==> src/rtl/tcs_pkg.sv <==
`timescale 1ns/100ps
package tcs_pkg;

  localparam int unsigned N_INT = 5;
  localparam int unsigned PRE_W = 10;

  typedef enum logic [2:0] {
    SRC_DIV2    = 3'd0,
    SRC_DIV8    = 3'd1,
    SRC_DIV32   = 3'd2,
    SRC_DIV128  = 3'd3,
    SRC_DIV1024 = 3'd4,
    SRC_EXT0    = 3'd5,
    SRC_EXT1    = 3'd6,
    SRC_EXT2    = 3'd7
  } tcs_src_e;

  typedef enum logic [1:0] {
    GATE_NONE = 2'd0,
    GATE_EXT0 = 2'd1,
    GATE_EXT1 = 2'd2,
    GATE_EXT2 = 2'd3
  } tcs_gate_e;

  // log2 of the divisor for each internal rate index
  function automatic int unsigned rate_log2(input int unsigned idx);
    case (idx)
      0:       return 1;
      1:       return 3;
      2:       return 5;
      3:       return 7;
      default: return 10;
    endcase
  endfunction

endpackage

==> src/rtl/tcs_prescaler.sv <==
`timescale 1ns/100ps
module tcs_prescaler #(
  parameter int unsigned CNT_W = tcs_pkg::PRE_W,
  parameter int unsigned N_OUT = tcs_pkg::N_INT
) (
  input  logic             clk,
  input  logic             rst_n,
  output logic [N_OUT-1:0] rate_lvl
);

  logic [CNT_W-1:0] cnt;

  always_ff @(posedge clk or negedge rst_n) begin
    if (!rst_n) cnt <= '0;
    else        cnt <= cnt + {{(CNT_W-1){1'b0}}, 1'b1};
  end

  // Square wave per rate; its rising edge falls where the low bits wrap to zero
  for (genvar g = 0; g < N_OUT; g++) begin : g_rate
    localparam int unsigned TOP_BIT = tcs_pkg::rate_log2(g) - 1;
    assign rate_lvl[g] = ~cnt[TOP_BIT];
  end

endmodule

==> src/rtl/tcs_sync.sv <==
`timescale 1ns/100ps
module tcs_sync #(
  parameter int unsigned WIDTH  = 3,
  parameter int unsigned STAGES = 2
) (
  input  logic             clk,
  input  logic             rst_n,
  input  logic [WIDTH-1:0] din,
  output logic [WIDTH-1:0] dout
);

  logic [WIDTH-1:0] pipe [STAGES];

  for (genvar s = 0; s < STAGES; s++) begin : g_stage
    if (s == 0) begin : g_first
      always_ff @(posedge clk or negedge rst_n) begin
        if (!rst_n) pipe[s] <= '0;
        else        pipe[s] <= din;
      end
    end else begin : g_next
      always_ff @(posedge clk or negedge rst_n) begin
        if (!rst_n) pipe[s] <= '0;
        else        pipe[s] <= pipe[s-1];
      end
    end
  end

  assign dout = pipe[STAGES-1];

endmodule

==> src/rtl/tcs_edge_pick.sv <==
`timescale 1ns/100ps
module tcs_edge_pick #(
  parameter int unsigned N_INT  = 5,
  parameter int unsigned N_EXT  = 3,
  parameter int unsigned SEL_W  = 3,
  parameter int unsigned GSEL_W = 2
) (
  input  logic              clk,
  input  logic              rst_n,
  input  logic [N_INT-1:0]  int_lvl,
  input  logic [N_EXT-1:0]  ext_lvl,
  input  logic [SEL_W-1:0]  src_sel,
  input  logic              inv_en,
  input  logic [GSEL_W-1:0] gate_sel,
  output logic              pulse
);

  localparam int unsigned N_SRC = N_INT + N_EXT;
  localparam int unsigned CFG_W = SEL_W + 1 + GSEL_W;

  logic [N_SRC-1:0] src_vec;
  logic [N_EXT:0]   gate_vec;
  logic [CFG_W-1:0] cfg, cfg_q;
  logic             sel_lvl, lvl_d, hist_ok, gate_open, cfg_same;

  assign src_vec  = {ext_lvl, int_lvl};
  assign gate_vec = {ext_lvl, 1'b1};     // index 0 means always open
  assign cfg      = {src_sel, inv_en, gate_sel};

  assign sel_lvl   = src_vec[src_sel];
  assign gate_open = gate_vec[gate_sel];
  assign cfg_same  = (cfg == cfg_q);

  // History follows the currently selected source every cycle, so one
  // suppressed cycle after a select change is enough to re-seed it.
  always_ff @(posedge clk or negedge rst_n) begin
    if (!rst_n) begin
      lvl_d   <= 1'b0;
      cfg_q   <= '0;
      hist_ok <= 1'b0;
    end else begin
      lvl_d   <= sel_lvl;
      cfg_q   <= cfg;
      hist_ok <= 1'b1;
    end
  end

  // Edge of the wanted polarity: level changed and now differs from inv_en
  assign pulse = hist_ok & cfg_same & gate_open & (sel_lvl ^ lvl_d) & (sel_lvl ^ inv_en);

endmodule

==> src/rtl/tcs_clk_sel.sv <==
`timescale 1ns/100ps
module tcs_clk_sel #(
  parameter  int unsigned N_EXT       = 3,
  parameter  int unsigned SYNC_STAGES = 2,
  parameter  int unsigned PRE_W       = tcs_pkg::PRE_W,
  localparam int unsigned N_INT       = tcs_pkg::N_INT,
  localparam int unsigned SEL_W       = $clog2(N_INT + N_EXT),
  localparam int unsigned GSEL_W      = $clog2(N_EXT + 1)
) (
  input  logic              clk,
  input  logic              rst_n,
  input  logic [SEL_W-1:0]  src_sel,
  input  logic              inv_en,
  input  logic [GSEL_W-1:0] gate_sel,
  input  logic [N_EXT-1:0]  ext_clk,
  output logic              cnt_en
);

  logic [N_INT-1:0] int_lvl;
  logic [N_EXT-1:0] ext_sync;

  tcs_prescaler #(
    .CNT_W (PRE_W),
    .N_OUT (N_INT)
  ) u_pre (
    .clk      (clk),
    .rst_n    (rst_n),
    .rate_lvl (int_lvl)
  );

  tcs_sync #(
    .WIDTH  (N_EXT),
    .STAGES (SYNC_STAGES)
  ) u_sync (
    .clk   (clk),
    .rst_n (rst_n),
    .din   (ext_clk),
    .dout  (ext_sync)
  );

  tcs_edge_pick #(
    .N_INT  (N_INT),
    .N_EXT  (N_EXT),
    .SEL_W  (SEL_W),
    .GSEL_W (GSEL_W)
  ) u_pick (
    .clk      (clk),
    .rst_n    (rst_n),
    .int_lvl  (int_lvl),
    .ext_lvl  (ext_sync),
    .src_sel  (src_sel),
    .inv_en   (inv_en),
    .gate_sel (gate_sel),
    .pulse    (cnt_en)
  );

endmodule

==> config.mk <==
export PLATFORM = sky130hd
export DESIGN_NAME = tcs_clk_sel
export DESIGN_NICKNAME = d
export VERILOG_FILES = /design/src/rtl/tcs_pkg.sv /design/src/rtl/tcs_prescaler.sv /design/src/rtl/tcs_sync.sv /design/src/rtl/tcs_edge_pick.sv /design/src/rtl/tcs_clk_sel.sv
export SDC_FILE = /design/constraint.sdc
export NUM_CORES = 1
export LEC_CHECK = 0
export BUFFER_PORTS_ARGS = -buffer_cell sky130_fd_sc_hd__buf_2
export CAP_MARGIN = 10
export CORE_ASPECT_RATIO = 1.75
export CORE_UTILIZATION = 38
export DETAILED_ROUTE_END_ITERATION = 8
export PLACE_DENSITY = 0.53
export SLEW_MARGIN = 20
export SYNTH_ARGS = -nofsm -noshare
export SYNTH_HDL_FRONTEND = slang
export SYNTH_SLANG_ARGS = --single-unit
==> constraint.sdc <==
create_clock -name clk -period 2.06 [get_ports clk]
set_input_delay 0.515 -clock clk [delete_from_list [all_inputs] [get_ports clk]]
set_output_delay 0.515 -clock clk [all_outputs]
set_load 0.02 [all_outputs]
* Yosys cells after proc, flatten, opt, wreduce, memory -nomap -nowiden
Index checks and enable logic that the tools add are counted.
** Operators by class
- Equality and inequality tests :: 1
- Mux-type cells :: 4
- $lt $le $gt $ge :: 2
- $add $sub $neg :: 1
- Bitwise logic cells :: 11
** Operators by type and width (number)
- 10-bit by 1-bit adder with 10-bit output (second input constant) :: 1
- 6-bit == test :: 1
- 1-bit inverter :: 5
- 1-bit AND :: 4
- 3-bit by 4-bit < comparator with 1-bit output (second input constant) :: 1
- 1-bit binary-select mux with 3-bit select :: 1
- 2-bit by 3-bit < comparator with 1-bit output (second input constant) :: 1
- 1-bit binary-select mux with 2-bit select :: 1
- 1-bit 2-to-1 mux :: 2
- 1-bit XOR :: 2
** Storage, ports and cells
- Output and inout bits :: 1
- Bits in registers :: 24
- Logic and storage cells :: 25
- Input bits :: 11

* Depth between registers and ports, before layout
- Depth in word-level cells :: 6
- Gate-level depth with buffers :: 5
- Mapped depth without buffers :: 5

* Hierarchy
Synthesis repeated with hierarchy kept, for this count alone.
** Second synthesis, totals
- Cells, all modules :: 72
- Area total of the unflattened synthesis :: 987.2 um2
** Modules (own cells, without submodules)
- tcs_prescaler :: instances 1, cells each 36, area each 432.9 um2
- tcs_edge_pick :: instances 1, cells each 27, area each 381.6 um2
- tcs_sync :: instances 1, cells each 9, area each 172.7 um2

* Worst setup path before layout
No wires, ideal clock.
- Path type :: input port to output port
- From :: input src_sel[0]
- To :: output cnt_en
- Setup slack :: -134 ps
- Cell stages on the path :: 5
- Data arrival time :: 1679 ps
- Path through :: buf_6 > mux2i_1 > a22oi_1 > a311o_1 > a221oi_2
** On the way
- Word-level cells in the longest chain between the ends :: 5
- Elaborated cells on any way between the ends :: 9
- Classes of those cells :: eq/ne: 1; mux: 2; bitwise: 6
** Ends and longest elaborated chain
- start: declaration :: line tcs_clk_sel.sv:12 : input logic [SEL_W-1:0] src_sel,
- 1-bit binary-select mux with 3-bit select / 6-bit == test (equally long branches) :: line tcs_edge_pick.sv:30, tcs_edge_pick.sv:32
- 1-bit 2-to-1 mux (not written as such) / 1-bit AND (equally long branches) :: line tcs_edge_pick.sv:30, tcs_edge_pick.sv:49
- 1-bit XOR / 1-bit AND (equally long branches) :: line tcs_edge_pick.sv:49 : assign pulse = hist_ok & cfg_same & gate_open & (sel_lvl ^ lvl_d) & (sel_lvl ^ inv_en);
- 1-bit AND :: line tcs_edge_pick.sv:49
- 1-bit AND * :: line tcs_edge_pick.sv:49
- end: declaration :: line tcs_clk_sel.sv:16 : output logic cnt_en
Every way passes the cells marked *; elsewhere a longest branch is shown, timed or not. The select of a mux whose other input is x is not followed.

* Worst setup path in the final report
- From :: register u_sync.pipe (netlist bit u_sync.dout[2])
- To :: output cnt_en
** On the way
- Word-level cells in the longest chain between the ends :: 5
- Elaborated cells on any way between the ends :: 9
- Classes of those cells :: mux: 4; bitwise: 5
** Ends and longest elaborated chain
- start: declaration :: line tcs_sync.sv:12 : logic [WIDTH-1:0] pipe [STAGES];
- start signal: indexed assignment :: line tcs_sync.sv:23 : else pipe[s] <= pipe[s-1];
- 1-bit binary-select mux with 3-bit select / 1-bit binary-select mux with 2-bit select (equally long branches) :: line tcs_edge_pick.sv:30, tcs_edge_pick.sv:31
- 1-bit 2-to-1 mux (on tied branches) :: line tcs_edge_pick.sv:30, tcs_edge_pick.sv:31
- 1-bit XOR / 1-bit AND (equally long branches) :: line tcs_edge_pick.sv:49
- 1-bit AND :: line tcs_edge_pick.sv:49
- 1-bit AND * :: line tcs_edge_pick.sv:49
Marked as above.

==> flow_summary.toml <==
[sta]
setup_viol = 1
hold_ws_ns = 0.216
maxSlewViolCount = 0
max_freq_mhz = 445
post-route-min-period_ns = 2.25
worst_slew_pin_slew_ns = 0.523
fin_ws_ns = -0.190
hold_viol_final = 0
setup_tns_ns = -0.190
fin_crit_sh = 1.09
rsz0062_at_grt = "true"
relSlewSlack = 0.651
clock_skew_ns = 0.00382

[floorplan]
num_rows = 23
core_area_um2 = 2330
die_x_um = 40.1
die_area_um2 = 2750
start_util = 0.413
io-pin-count = 12
dieHeight_um = 68.6

[clock_network]
hold_buffers = 0
worstSkewPairLatency_ns = 0.26
cts.sinks = 24
root_buffer = "clkbuf_8"
ctsLongestPathBuffers = 2
cts_max_level = 1
cts_tree = "done"
numCtsBuffers = 3
path_clk_slew_ns = 0.09

[drt]
drtIter0Drc = 10
num_vias = 613
first_pass_iters = 4
drt-vias-per-instance = 4.83
ant_nets = 0
wl_um = 1610
post_drt_wl_per_cell_um = 12.6
drcViolationCount = 0

[final_layout]
final_area_um2 = 1270
nets = 115
diodes = 0
drive_gt1_frac = 0.333
syn2layout_area_growth_pct = 31.9

[global_routing]
track_usage = 0.153
grt-busiest-layer = "met2"
grt_first_pass_wirelength_um = 2770
use_met2 = 0.252
grt_max_degree = 25
grt_util_met1 = 0.186
grt_pass1_vias = 637
antenna_found_initial = 0
met3_usage = 0.0192
grt.overflow.total = 0

[logic_synthesis]
ys_types = 23
seq_area_frac_synth = 0.623
yosysWarnings = 0
synth_seq_cells = 24
synth_area_um2 = 963
synthCells = 75
synthesis.nets = 87
syn_avg_cell_area_um2 = 12.8

[pwr]
ir_worst_vdd_mv = 0.466
power.leakage_nw = 0.613
total_power_uw = 980
p_per_area_nw_per_um2 = 771

[worst_setup_path]
rr_startpoint = "u_pre.cnt[0]"
crit_slowest_cell = "dfrtp_1"
path_depth = 6
endpoint_kind = "output pin"
crit_chain = "buf_4 > mux2_4 > nand3_4 > nand4b_1 > a221oi_4 > buf_6"
r2r_cells = 6
critPathBufInv = 2
crit_type = "flip-flop to output pin"
critPathTopFamily = "flip-flops"
critPathMaxStageDelay_ns = 0.39
cp.required_ns = 1.54
crit_path_max_fanout = 3
worstPathArrival_ns = 1.73
crit_path_start_kind = "flip-flop"
rrSetupSlack_ns = 0.70
worstReg2RegEnd = "u_pre.cnt[8]"

[placement]
portBuffers = 11
dpl-instance-area_um2 = 1130
place_congestion = 0.693
dp_hpwl_um = 1180

[run_status]
outcome = "complete, but fails checks"
violations = "negative setup slack"

[worst_hold_path]
hold_path.class = "primary input to async pin"

[flow_run]
maxCapViolCount = 0
[what timing repair did]
item,in CTS,in global routing
gates resized for setup,10,2
endpoints found under the setup margin,1,1
gates cloned,0,0
setup buffers,3,0
pin swaps,3,2
[layer usage]
layer  wire, µm  vias up
met4         19        0
met3         38        2
li1           -      309
met5          0        -
met1        684      293
met2        863        9
[power breakdown]
group	internal, mW	total, mW	switching [mW]
clock	0.260	0.407	0.148
combinational	0.0416	0.0811	0.0395
sequential	0.486	0.492	0.00649
[worst reg2reg max path: cells and delay by family (launching register included)]
kind                       cells  cell delay, ns
adders and majority gates      1            0.18
DFF                            1            0.37
buffers and inverters          1            0.13
xor gates and xnor gates       1            0.13
and+or+nand+nor                3            0.42
[state kept, by name, summed over array words and instances (netlist names)]
| register | flops |
|---|---|
| u_pick.cfg_q | 6 |
| u_pick.lvl_d | 1 |
| u_pre.cnt | 10 |
| u_sync.pipe | 3 |
| u_sync.dout | 3 |
| u_pick.hist_ok | 1 |
[metrics by stage]
step / utilization / setup slack (ns) / cells
after floorplan: - / -0.0463 / 75
after global placement: 0.486 / -0.288 / 120
after detailed placement: 0.486 / -0.289 / 120
after CTS: 0.542 / -0.239 / 127
after global routing: 0.545 / -0.280 / 127
final: 0.545 / -0.190 / 127
[layout by cell type, fill, tap and decap left out]
| master | n |
|---|---|
| dfrtp_1 | 24 |
| buf_4 | 12 |
| nand3_1 | 8 |
| buf_2 | 8 |
| xnor2_1 | 7 |
| xor2_1 | 6 |
| nand2_1 | 4 |
| nor2_1 | 4 |
| clkbuf_8 | 3 |
| buf_6 | 3 |
| nor2b_1 | 2 |
| mux2i_1 | 2 |
| and2_1 | 1 |
| and3_1 | 1 |
| and4_1 | 1 |
| inv_1 | 1 |
| mux2_4 | 1 |
| nand3_4 | 1 |
| and2_2 | 1 |
| o21ai_1 | 1 |
| mux2i_2 | 1 |
| a22oi_2 | 1 |
| o21ai_0 | 1 |
| nand4b_1 | 1 |
| a311o_1 | 1 |
| a2111oi_1 | 1 |
| a221oi_4 | 1 |
| ha_1 | 1 |
| bufinv_16 | 1 |
| buf_8 | 1 |
| conb_1 | 1 |
[Yosys cell counts]
master	n	area [µm²]
nor2b_1	2	12.5
nand2_1	4	15.0
a2111oi_0	1	8.76
xnor2_1	7	61.3
and4_1	1	8.76
buf_6	1	11.3
mux2_2	1	11.3
and3_1	1	6.26
inv_1	1	3.75
and2_2	1	7.51
xor2_1	6	52.6
mux2i_1	3	30.0
a221oi_2	1	15.0
a22oi_1	1	7.51
nand4b_1	1	8.76
o21ai_0	2	10.0
nor2_1	4	15.0
ha_1	1	12.5
conb_1	1	3.75
nand3_1	9	45.0
dfrtp_1	24	601
a311o_1	1	10.0
and2_1	1	6.26
[layout make-up]
class,instances,area (µm²)
Clock buffer,3,41.3
Fill cell,201,1060
Clock inverter,1,30.0
Sequential cell,24,601
Multi-Input combinational cell,49,385
Tap cell,25,31.3
Timing Repair Buffer,24,179
Inverter,1,3.75
[cell families after synthesis]
family                   count (synthesis)  share of synthesized area
buffers and inverters                    2                     0.0156
flip-flops                              24                      0.623
XOR/XNOR                                13                      0.118
adder cells (fa/ha/maj)                  1                     0.0130
AO/OA/AOI/OAI                            6                     0.0532
other                                    1                    0.00389
AND/OR/NAND/NOR                         24                      0.130
multiplexers                             4                     0.0429
[how the worst max path moves through the flow]
stage	start	to	slack (ns)
4_1_cts	u_pre.cnt[6]	cnt_en	-0.24
3_5_place_dp	src_sel[0]	cnt_en	-0.29
3_3_place_gp	src_sel[0]	cnt_en	-0.29
2_1_floorplan	src_sel[0]	cnt_en	-0.05
6_report	u_sync.dout[2]	cnt_en	-0.19
5_1_grt	u_sync.dout[2]	cnt_en	-0.28
(Power assumes the default switching activity.)
